**src/rtl/bp_pkg.sv**
```systemverilog
package bp_pkg;

   // lane select implementation choices
   localparam int SEL_INDEXED = 0;
   localparam int SEL_ONEHOT  = 1;

   function automatic bit bp_is_pow2(input int v);
      return (v > 0) && ((v & (v - 1)) == 0);
   endfunction

endpackage

```
**src/rtl/bp_lane.sv**
```systemverilog
// One gather lane: turns a byte-wide address into one data bit.
module bp_lane
   import bp_pkg::*;
#(
   parameter int WORD_W    = 64,
   parameter int IDX_W     = 8,
   parameter int SEL_STYLE = SEL_INDEXED
) (
   input  logic [IDX_W-1:0]  sel,
   input  logic [WORD_W-1:0] data,
   output logic              bit_o
);

   localparam int ADDR_W = $clog2(WORD_W);

   // data_msb[k] is data bit k counted from the most significant end
   logic [WORD_W-1:0] data_msb;
   logic              in_range;
   logic [ADDR_W-1:0] addr;

   always_comb begin
      for (int k = 0; k < WORD_W; k++) begin
         data_msb[k] = data[WORD_W-1-k];
      end
   end

   assign addr = sel[ADDR_W-1:0];

   // WORD_W is a power of two, so "below WORD_W" means "no bit above ADDR_W set"
   generate
      if (IDX_W > ADDR_W) begin : g_rng_chk
         assign in_range = (sel[IDX_W-1:ADDR_W] == '0);
      end else begin : g_rng_all
         assign in_range = 1'b1;
      end
   endgenerate

   generate
      if (SEL_STYLE == SEL_ONEHOT) begin : g_onehot
         logic [WORD_W-1:0] hit;
         for (genvar k = 0; k < WORD_W; k++) begin : g_hit
            assign hit[k] = in_range && (addr == ADDR_W'(k)) && data_msb[k];
         end
         assign bit_o = |hit;
      end else begin : g_indexed
         assign bit_o = in_range & data_msb[addr];
      end
   endgenerate

endmodule

```
**src/rtl/bp_pack.sv**
```systemverilog
// Places lane bits into the low end of the result, lane 0 highest.
module bp_pack #(
   parameter int WORD_W = 64,
   parameter int LANES  = 8
) (
   input  logic [LANES-1:0]  lane_bits,
   output logic [WORD_W-1:0] packed_o
);

   for (genvar i = 0; i < LANES; i++) begin : g_place
      assign packed_o[LANES-1-i] = lane_bits[i];
   end

   generate
      if (WORD_W > LANES) begin : g_pad
         assign packed_o[WORD_W-1:LANES] = '0;
      end
   endgenerate

endmodule

```
**src/rtl/bp_stage.sv**
```systemverilog
// Single output register with asynchronous active-low clear.
module bp_stage #(
   parameter int WORD_W = 64
) (
   input  logic              clk,
   input  logic              rst_n,
   input  logic [WORD_W-1:0] d,
   output logic [WORD_W-1:0] q
);

   always_ff @(posedge clk or negedge rst_n) begin
      if (!rst_n) begin
         q <= '0;
      end else begin
         q <= d;
      end
   end

endmodule

```
**src/rtl/bitperm_gather.sv**
```systemverilog
module bitperm_gather
   import bp_pkg::*;
#(
   parameter int WORD_W     = 64,
   parameter int IDX_W      = 8,
   parameter int REGISTERED = 1,
   parameter int SEL_STYLE  = SEL_INDEXED
) (
   input  logic              clk,
   input  logic              rst_n,
   input  logic [WORD_W-1:0] idx_word,
   input  logic [WORD_W-1:0] data_word,
   output logic [WORD_W-1:0] result
);

   localparam int LANES = WORD_W / IDX_W;

   // elaboration-time parameter checks
   generate
      if (!bp_is_pow2(WORD_W)) begin : g_bad_word
         $error("bitperm_gather: WORD_W must be a power of two");
      end
      if ((WORD_W % IDX_W) != 0) begin : g_bad_split
         $error("bitperm_gather: WORD_W must split evenly into IDX_W lanes");
      end
      if (IDX_W < 1 || IDX_W > 30 || (1 << IDX_W) < WORD_W) begin : g_bad_idx
         $error("bitperm_gather: IDX_W cannot address every data bit");
      end
      if (REGISTERED != 0 && REGISTERED != 1) begin : g_bad_reg
         $error("bitperm_gather: REGISTERED must be 0 or 1");
      end
      if (SEL_STYLE != SEL_INDEXED && SEL_STYLE != SEL_ONEHOT) begin : g_bad_sel
         $error("bitperm_gather: unknown SEL_STYLE");
      end
   endgenerate

   logic [LANES-1:0]  lane_bits;
   logic [WORD_W-1:0] gathered;

   // lane i reads its address from the i-th byte counted from the top
   for (genvar i = 0; i < LANES; i++) begin : g_lane
      bp_lane #(
         .WORD_W   (WORD_W),
         .IDX_W    (IDX_W),
         .SEL_STYLE(SEL_STYLE)
      ) u_lane (
         .sel  (idx_word[WORD_W-1-IDX_W*i -: IDX_W]),
         .data (data_word),
         .bit_o(lane_bits[i])
      );
   end

   bp_pack #(
      .WORD_W(WORD_W),
      .LANES (LANES)
   ) u_pack (
      .lane_bits(lane_bits),
      .packed_o (gathered)
   );

   // operands the current result was formed from, for the checks below
   logic [WORD_W-1:0] chk_idx;
   logic [WORD_W-1:0] chk_data;
   logic              chk_live;

   generate
      if (REGISTERED == 1) begin : g_reg
         bp_stage #(
            .WORD_W(WORD_W)
         ) u_stage (
            .clk  (clk),
            .rst_n(rst_n),
            .d    (gathered),
            .q    (result)
         );

         always_ff @(posedge clk or negedge rst_n) begin
            if (!rst_n) begin
               chk_idx  <= '0;
               chk_data <= '0;
               chk_live <= 1'b0;
            end else begin
               chk_idx  <= idx_word;
               chk_data <= data_word;
               chk_live <= 1'b1;
            end
         end

         assert_reset_clear_R7 : assert property (
            @(posedge clk) !rst_n |=> (result == '0)
         ) else $error("R7: result not cleared by reset");
      end else begin : g_comb
         assign result   = gathered;
         assign chk_idx  = idx_word;
         assign chk_data = data_word;
         assign chk_live = 1'b1;
      end
   endgenerate

   assert_upper_zero_R5 : assert property (
      @(posedge clk) disable iff (!rst_n)
      result[WORD_W-1:LANES] == '0
   ) else $error("R5: upper result bits not zero");

   for (genvar i = 0; i < LANES; i++) begin : g_chk
      logic [IDX_W-1:0] cb;
      assign cb = chk_idx[WORD_W-1-IDX_W*i -: IDX_W];

      assert_oob_zero_R3 : assert property (
         @(posedge clk) disable iff (!rst_n)
         (chk_live && int'(cb) >= WORD_W) |-> !result[LANES-1-i]
      ) else $error("R3: out-of-range lane %0d not zero", i);

      // lane i lands in result bit LANES-1-i
      assert_pick_bit_R2 : assert property (
         @(posedge clk) disable iff (!rst_n)
         (chk_live && int'(cb) < WORD_W) |->
            (result[LANES-1-i] == chk_data[WORD_W-1-int'(cb)])
      ) else $error("R2: lane %0d picked the wrong data bit", i);
   end

endmodule

```
**config.mk**
```make
export PLATFORM = sky130hd
export DESIGN_NAME = bitperm_gather
export DESIGN_NICKNAME = d
export VERILOG_FILES = /design/src/rtl/bp_pkg.sv /design/src/rtl/bp_lane.sv /design/src/rtl/bp_pack.sv /design/src/rtl/bp_stage.sv /design/src/rtl/bitperm_gather.sv
export SDC_FILE = /design/constraint.sdc
export NUM_CORES = 1
export LEC_CHECK = 0
export ABC_CLOCK_PERIOD_IN_PS = 800
export CAP_MARGIN = 10
export CORE_MARGIN = 2
export CORE_UTILIZATION = 60
export DETAILED_ROUTE_END_ITERATION = 8
export DONT_BUFFER_PORTS = 1
export MAX_ROUTING_LAYER = met4
export PLACE_DENSITY = 0.79
export SYNTH_ARGS = -nofsm -noshare
export SYNTH_HDL_FRONTEND = slang
export SYNTH_HIERARCHICAL = 1
export SYNTH_SLANG_ARGS = --single-unit
```
**constraint.sdc**
```tcl
create_clock -name clk -period 0.8 [get_ports clk]
set_input_delay 0 -clock clk [delete_from_list [all_inputs] [get_ports clk]]
set_output_delay 0 -clock clk [all_outputs]
set_load 0.05 [all_outputs]
```
==> results.cfg, run 1 <==
[die]
io_pins = 194
num_rows = 39
floorplan.die.width_um = 111.6
dieArea_sq_um = 12440
core_area_sq_um = 11370
die_y_um = 111.6
initial_core_util_pct = 61.04

[power_and_ir_drop]
leakagePower_nw = 3.078
powerDensity_nw_per_um2 = 1359
power.total_mw = 10.74
ir_drop_mv = 1.847

[cells_and_area]
antenna_cells = 0
top_regs = g_reg.u_stage/q (64)
largest-register = g_reg.u_stage/q
layout-area-overhead-vs-synth_pct = 13.94
drive_above_1_share_pct = 49.91
largest_reg_flops = 64
nets = 666
fin_util_pct = 69.55

[setup_path]
cp.required_ps = 1000
worstPathMaxFanout = 15
critPathLaunchType = input port
end_kind = flop
crit_type = input port to flop
cp.arrival_ps = 1290

[yosys]
synth_compound_area_share_pct = 2.452
syn_area_sq_um = 6940
yosys.area_share.simple_pct = 5.480
synth_top_family_by_area = multiplexers
synth.avg_cell_area_sq_um = 14.93
yosys-mux-area-fraction_pct = 53.51
yosys_warnings = 6
synth-adder-area-share_pct = 0
synth-seq-cells = 64
synth_seq_area_share_pct = 23.08
ys_types = 20
synthXorXnorAreaFrac_pct = 0
netlist_instances = 465

[detailed_routing]
drc = 0
vias = 5079
firstDrtPassIters = 5
routed_wl_um = 20430
first_iter_violations = 829
ant_nets = 0
drt-vias-per-instance = 7.425
routedWlPerCell_um = 29.87

[sta]
setup_viol = 72
timing.fmax_ghz = 0.9105
hold_viol = 64
postLayoutSetupSlackWorst_ps = -298.3
fin_crit_sh_pct = 137.3
period_needed_ps = 1098
slew_viol_final = 0
rsz0062_at_grt = true
holdWs_ps = -637.9

[hold_path]
hp-class = input port to async pin

[job]
cap_violations = 0

[global_routing]
track_usage_pct = 34.55
grt_overflow_total = 0
grt_max_degree = 65
antenna_found_initial = 0
grt_pass1_wl_um = 31010
grt_pass1_vias = 5229

[clock_tree]
htreeDepth = 3
path_clk_slew_ps = 60
postCtsHoldBufs = 42
clock_sinks = 64
cts-root-to-sink-buffers = 2
cts_setup_buffers = 0
cts-root-buf = clkbuf_16
cts_tree = yes
cts_buffers = 9

[outcome]
violations = negative hold slack, negative setup slack
outcome = finished, violations left

[place]
hpwlAfterDp_um = 13820
place_congestion = 0.9802
port-buffer-count = 0
## placed cells by master (no fill, tap or decap)
| cell | Yosys | final |
|---|---|---|
| a21oi_1 | 8 | 8 |
| o21ai_2 | 0 | 4 |
| mux4_1 | 40 | 8 |
| o22ai_1 | 8 | 7 |
| nor4_4 | 0 | 6 |
| mux4_2 | 96 | 128 |
| dlygate4sd3_1 | 0 | 42 |
| inv_1 | 8 | 8 |
| dfrtp_1 | 64 | 64 |
| conb_1 | 1 | 56 |
| nor4_2 | 0 | 2 |
| nor2_2 | 0 | 2 |
| mux2_4 | 0 | 8 |
| nand2_1 | 16 | 16 |
| clkbuf_16 | 0 | 9 |
| o21ai_1 | 0 | 4 |
| mux2_2 | 16 | 8 |
| clkinv_2 | 0 | 2 |
| mux2i_2 | 0 | 6 |
| mux2i_4 | 0 | 6 |
| nor2_1 | 16 | 14 |
| buf_6 | 16 | 64 |
| and3_4 | 0 | 8 |
| mux2i_1 | 32 | 20 |
| nor3_1 | 16 | 16 |
| o21ai_0 | 16 | 8 |
| nor3_2 | 8 | 8 |
| inv_6 | 0 | 1 |
| clkbuf_8 | 16 | 1 |
| o22ai_2 | 0 | 1 |
| buf_4 | 64 | 3 |
| clkinv_4 | 0 | 2 |
| clkinvlp_4 | 0 | 1 |
## per-layer routing
| layer | global-route usage, % | vias up | wire (um) |
|---|---|---|---|
| met4 | 19.01 | 0 | 1528 |
| li1 | - | 1930 | - |
| met5 | - | - | 0 |
| met1 | 39.18 | 2469 | 5974 |
| met3 | 12.90 | 139 | 3377 |
| met2 | 53.46 | 541 | 9550 |
## cell families (layout without fill, tap and decap cells)
kind of cell           Yosys count  in the layout
AO/OA/AOI/OAI                   32             32
buffers and inverters          112            133
flip-flops                      64             64
multiplexers                   184            184
other                            1             56
AND/OR/NAND/NOR                 72             72
## path summary, 6_finish.rpt
path                                       end  slack, ps          from  cells after the start
worst min-delay path       g_reg.u_stage/q[25]       -640         rst_n                      0
worst max-delay path        g_reg.u_stage/q[3]       -300  idx_word[25]                      5
max in group asynchronous  g_reg.u_stage/q[43]       1320         rst_n                      0
min in group clk            g_reg.u_stage/q[4]         20  idx_word[35]                      4
## report_power, final
group	switching [mW]	internal, mW
Clock	1.41	2.19
Sequential	0.0888	3.41
Combinational	1.53	2.11
Total	3.03	7.71
## cells in the mapped netlist
cell	number	area [sq um]
a21oi_1	8	40.04
and3_1	8	50.05
buf_12	8	160.2
buf_4	64	480.5
buf_6	16	180.2
clkbuf_8	16	220.2
conb_1	1	3.750
dfrtp_1	64	1602
inv_1	8	30.03
mux2_2	16	180.2
mux2i_1	32	320.3
mux4_1	40	1051
mux4_2	96	2162
nand2_1	16	60.06
nor2_1	16	60.06
nor3_1	16	80.08
nor3_2	8	80.08
nor4_1	8	50.05
o21ai_0	16	80.08
o22ai_1	8	50.05
## critical path, stage by stage
cell and delay (ps):
mux4_2 530, mux2i_4 230, nor3_2 80, nor4_4 320
o22ai_1 130
## per-stage QoR
stage	TNS, ps	instances	worst slack [ps]	instance area, sq um
2_1_floorplan	-5938	520	-742.2	7277
3_3_place_gp	-4986	627	-723.7	6855
3_5_place_dp	-5128	627	-717.7	6855
4_1_cts	-5670	684	-243.0	7851
5_1_grt	-6730	684	-271.5	7908
6_report	-5062	684	-298.3	7908
## cell type report
cell class                      instances  area, sq um
Fill cell                             732         3462
Tap cell                              143        178.9
Clock inverter                          6        43.79
Sequential cell                        64         1602
Inverter                                8        30.03
Multi-Input combinational cell        344         4651
Timing Repair Buffer                  109         1164
Clock buffer                           10        239.0
## what timing repair did
| action | CTS | global route |
|---|---|---|
| hold endpoints to repair | 72 | 64 |
| cloned | 0 | 0 |
| endpoints found under the setup margin | 72 | 72 |
| gates resized for setup | 95 | 16 |
| pin swaps | 21 | 6 |
Note: power is estimated with default switching activity, not from simulation.
==> inputs of run 2 (changes only) <==
--- a/config.mk
+++ b/config.mk
@@ -13,6 +13,8 @@
 export DONT_BUFFER_PORTS = 1
 export MAX_ROUTING_LAYER = met4
 export PLACE_DENSITY = 0.79
+export SETUP_SLACK_MARGIN = 0.1
+export SKIP_CTS_REPAIR_TIMING = 1
 export SYNTH_ARGS = -nofsm -noshare
 export SYNTH_HDL_FRONTEND = slang
 export SYNTH_HIERARCHICAL = 1
==> results.cfg, run 2 (synthesis results as in run 1) <==
[detailed_routing]
top_layer_used = met4
drt-vias-per-instance = 7.482
first_iter_violations = 808
firstDrtPassIters = 7
met2_length_um = 9641
wl_met3_um = 3140
drc = 0
routed_wl_um = 20150
ant_nets = 0
vias = 5065
routedWlPerCell_um = 29.76
drt-met1-wl_um = 6058

[cells_and_area]
nets = 658
largest_reg_flops = 64
layout_commonest_cell = mux4_2
final_cell_mix = mux4_2, dfrtp_1, buf_6
largest-register = g_reg.u_stage/q
drive_above_1_share_pct = 51.41
fill_cells = 738
layout-area-overhead-vs-synth_pct = 12.89
top_regs = g_reg.u_stage/q (64)

[sta]
timing.fmax_ghz = 0.8511
slew_viol_final = 0
rsz0062_at_grt = true
holdWs_ps = -634.3
fin_crit_sh_pct = 146.9
postLayoutSetupSlackWorst_ps = -375.0
hold_viol = 66
setup_viol = 72
period_needed_ps = 1175

[global_routing]
grt_pass1_wl_um = 28540
track_usage_pct = 31.90
antenna_found_initial = 1
grt_pass1_vias = 4808
grt_max_degree = 65
grt_overflow_total = 0

[setup_path]
cp.required_ps = 990
slowest_stage = mux4_2
end_kind = flop
critPathLaunchType = input port
worstPathMaxFanout = 15
crit_type = input port to flop
cp.arrival_ps = 1370
worst_path_largest_cell_delay_ps = 500
crit_chain = mux4_2 -> mux2i_2 -> buf_4 -> nor3_2 -> nor4_2 -> o22ai_1

[clock_tree]
htreeDepth = 3
clock_sinks = 64
cts-root-to-sink-buffers = 2
cts_tree = yes
path_clk_slew_ps = 60
cts-root-buf = clkbuf_16
cts_buffers = 9

[die]
floorplan.die.width_um = 111.6
die_y_um = 111.6
core_area_sq_um = 11370
num_rows = 39
initial_core_util_pct = 61.04
io_pins = 194
dieArea_sq_um = 12440

[power_and_ir_drop]
powerDensity_nw_per_um2 = 1367
ir_drop_mv = 1.833
leakagePower_nw = 3.042

[job]
cap_violations = 0

[place]
port-buffer-count = 0
place_congestion = 0.9802
hpwlAfterDp_um = 13820
dp_slack_ps = -717.7

[outcome]
violations = negative hold slack, negative setup slack
outcome = finished, violations left

[hold_path]
hp-class = input port to async pin
run 2: cell types whose count changed in the layout (fill, tap and decap cells not counted), moves of 3 or more:
cell / change
dlygate4sd3_1: -9
mux2i_2: +3
nor2_1: -3
nor2_2: +3
run 2: area by class of cell:
| class | instances | area [sq um] | area share, % |
|---|---|---|---|
| flip-flops and latches | 64 | 1602 | 20.44 |
| diodes | 1 | 2.502 | 0.03194 |
| multi-input cells | 344 | 4658 | 59.45 |
| repair buffers | 101 | 1081 | 13.80 |
| inverters | 8 | 30.03 | 0.3833 |
| clock buffers | 10 | 239.0 | 3.050 |
| well taps | 143 | 178.9 | 2.284 |
| clock inverters | 6 | 43.79 | 0.5589 |
run 2: power by group:
part | internal, mW | switching [mW] | leakage (nW)
sequential | 3.41 | 0.0897 | 0.760
clock | 2.19 | 1.40 | 0.139
combinational | 2.09 | 1.53 | 2.14
run 2: final timing paths:
| path | cells past startpoint | slack, ps | endpoint | from |
|---|---|---|---|---|
| max in group asynchronous | 0 | 1310 | g_reg.u_stage/q[18] | rst_n |
| min | 0 | -630 | g_reg.u_stage/q[25] | rst_n |
| min in group clk | 3 | -80 | g_reg.u_stage/q[5] | idx_word[47] |
| max | 6 | -380 | g_reg.u_stage/q[5] | idx_word[41] |
run 2: layer usage:
| layer | GRT usage, % | up-vias |
|---|---|---|
| met4 | 16.21 | 0 |
| met1 | 36.35 | 2492 |
| met2 | 49.19 | 529 |
| met3 | 12.79 | 130 |
| met5 | - | - |
| li1 | - | 1914 |
run 2: through the flow:
| stage | TNS [ps] | power [mW] | util [%] | area [sq um] | instances |
|---|---|---|---|---|---|
| after CTS | -7715 | 10.22 | 62.78 | 7138 | 643 |
| after global routing | -6928 | 11.06 | 68.91 | 7835 | 677 |
| after global placement | -4986 | 6.515 | 60.29 | 6855 | 627 |
| final | -5449 | 10.71 | 68.91 | 7835 | 677 |
| after detailed placement | -5128 | 6.569 | 60.29 | 6855 | 627 |
| after floorplan | -5938 | 6.732 | - | 7277 | 520 |
run 2: critical path: cells and delay by family:
kind	cells	cell delay [ps]
buffers and inverters	1	150
AOI/OAI and AO/OA	1	160
muxes	2	700
and+or+nand+nor	2	360
==> inputs of run 3 (changes only) <==
--- a/config.mk
+++ b/config.mk
@@ -5,6 +5,7 @@
 export SDC_FILE = /design/constraint.sdc
 export NUM_CORES = 1
 export LEC_CHECK = 0
+export ABC_AREA = 1
 export ABC_CLOCK_PERIOD_IN_PS = 800
 export CAP_MARGIN = 10
 export CORE_MARGIN = 2
@@ -19,3 +20,4 @@
 export SYNTH_HDL_FRONTEND = slang
 export SYNTH_HIERARCHICAL = 1
 export SYNTH_SLANG_ARGS = --single-unit
+export TNS_END_PERCENT = 1
==> results.cfg, run 3 <==
[power_and_ir_drop]
p_int_mw = 7.298
swShare_pct = 33.71
leakagePower_nw = 4.435
power.switching_mw = 3.710
combinationalPowerShare_pct = 33.5
clkPwrFrac_pct = 34.8
seq_power_share_pct = 31.7
power.total_mw = 11.01
ir_drop_mv = 1.014
powerDensity_nw_per_um2 = 1262

[global_routing]
grt_overflow_total = 0
use_met2_pct = 55.34
grt.met3_usage_pct = 15.31
grt_pass1_wl_um = 44200
grt_pass1_vias = 7994
grt_max_degree = 65
track_usage_pct = 40.88
met1_usage_pct = 48.12
antenna_found_initial = 0
grt-busiest-layer = met2

[job]
cap_violations = 0

[detailed_routing]
routedWlPerCell_um = 19.50
drc = 6
drt-vias-per-instance = 6.016
firstDrtPassIters = 9
first_iter_violations = 1896
ant_nets = 0
vias = 9325
routed_wl_um = 30230

[yosys]
synth.most_common_cell = nand2_1
synth_top_cells_by_area = nand2_1, nand3_1, dfrtp_1
synth_edf_count = 0
yosysTopAreaCell = nand2_1
yosys_warnings = 6
synth.avg_cell_area_sq_um = 6.136
synth-seq-cells = 64
yosys_most_used_dff = dfrtp_1
ys_types = 16
synth_seq_area_share_pct = 19.29
synth_commonest_cells = nand2_1, nand3_1, buf_4, dfrtp_1, nand2_2
async_flop_share_pct = 100.0
syn_area_sq_um = 8302
yosysTopAreaCellShare_pct = 26.04
netlist_instances = 1353

[hold_path]
hp-class = input port to async pin

[clock_tree]
cts_tree = yes
htreeDepth = 3
cts_buffers = 9
path_clk_slew_ps = 60
clock_sinks = 64
cts-root-buf = clkbuf_16
cts-root-to-sink-buffers = 2

[sta]
finalSetupTns_ps = -3372
period_needed_ps = 879.1
timing.fmax_ghz = 1.138
setup_viol = 64
hold_viol = 70
fin_crit_sh_pct = 109.9
slew_viol_final = 0
holdWs_ps = -644.1
rsz0062_at_grt = true
postLayoutSetupSlackWorst_ps = -79.06

[setup_path]
slowest_stage = dfrtp_1
end_kind = output pin
worstPathMaxFanout = 1
critPathTopFamily = flip-flops
crit_type = flop to output pin
cp.arrival_ps = 880
critPathBufInv = 1
crit_chain = buf_6
cp.required_ps = 800
worst_path_largest_cell_delay_ps = 380
critPathLaunchType = flop
cp.depth = 1

[die]
die_y_um = 121.6
io_pins = 194
floorplan.die.width_um = 121.6
core_area_sq_um = 13400
dieArea_sq_um = 14790
num_rows = 42
initial_core_util_pct = 61.95

[cells_and_area]
layout_commonest_cell = nand2_1
antenna_cells = 0
nets = 1499
fin_util_pct = 65.12
multi_input_area_sq_um = 5255
seq_area_sq_um = 1602
finalInstanceArea_sq_um = 8726
layout-area-overhead-vs-synth_pct = 5.109
drive_above_1_share_pct = 16.01
fill_cells = 1238
top_regs = g_reg.u_stage/q (64)
final_cell_mix = nand2_1, nand3_1, nand2_2, dfrtp_1, buf_6
largest_reg_flops = 64
largest-register = g_reg.u_stage/q

[outcome]
outcome = finished, violations left
violations = design-rule violations, negative hold slack, negative setup slack

[place]
post_dp_cell_area_sq_um = 7848
hpwlAfterDp_um = 18500
place_congestion = 1.021
port-buffer-count = 0
## run 3: cell type report
cell class              count  area share, %
multi-input cells        1144          60.22
flip-flops and latches     64          18.35
repair buffers            102          12.50
inverters                  48          2.983
clock buffers               9          2.581
well taps                 176          2.524
clock inverters             7         0.8317
## run 3: kinds of logic after synthesis
family,Yosys count,synth area share (%)
other,1,0.04517
and+or+nand+nor,1080,59.44
AOI/OAI and AO/OA,8,0.8440
buffers and inverters,200,20.38
DFF,64,19.29
## run 3: how the worst max path moves through the flow
stage / from / endpoint / slack [ps]
global placement: idx_word[32] / g_reg.u_stage/q[4] / -60
floorplan: idx_word[0] / g_reg.u_stage/q[0] / -170
finish: g_reg.u_stage/q[6] / result[6] / -80
CTS: g_reg.u_stage/q[6] / result[6] / -110
global route: g_reg.u_stage/q[51] / result[51] / -110
detailed placement: idx_word[24] / g_reg.u_stage/q[3] / -90
## run 3: power by group through the flow
stage | clock network [mW] | logic (mW) | registers, mW
2_1_floorplan | 0 | 3.07 | 4.11
3_3_place_gp | 0 | 3.28 | 3.50
3_5_place_dp | 0 | 3.34 | 3.51
4_1_cts | 3.93 | 3.35 | 3.45
5_1_grt | 4.13 | 4.08 | 3.50
6_report | 3.83 | 3.69 | 3.49
## run 3: per-stage QoR
step                instances  setup WS [ps]
finish                   1550         -79.06
floorplan                1408         -174.7
global route             1550         -107.7
detailed placement       1500         -91.61
global placement         1500         -62.79
CTS                      1516         -110.2
## run 3: routing by layer
| metal | wire length (um) | part of all wire, % |
|---|---|---|
| met2 | 12250 | 41 |
| met3 | 5147 | 17 |
| met1 | 10050 | 33 |
| met4 | 2783 | 9.2 |
| met5 | 0 | 0 |
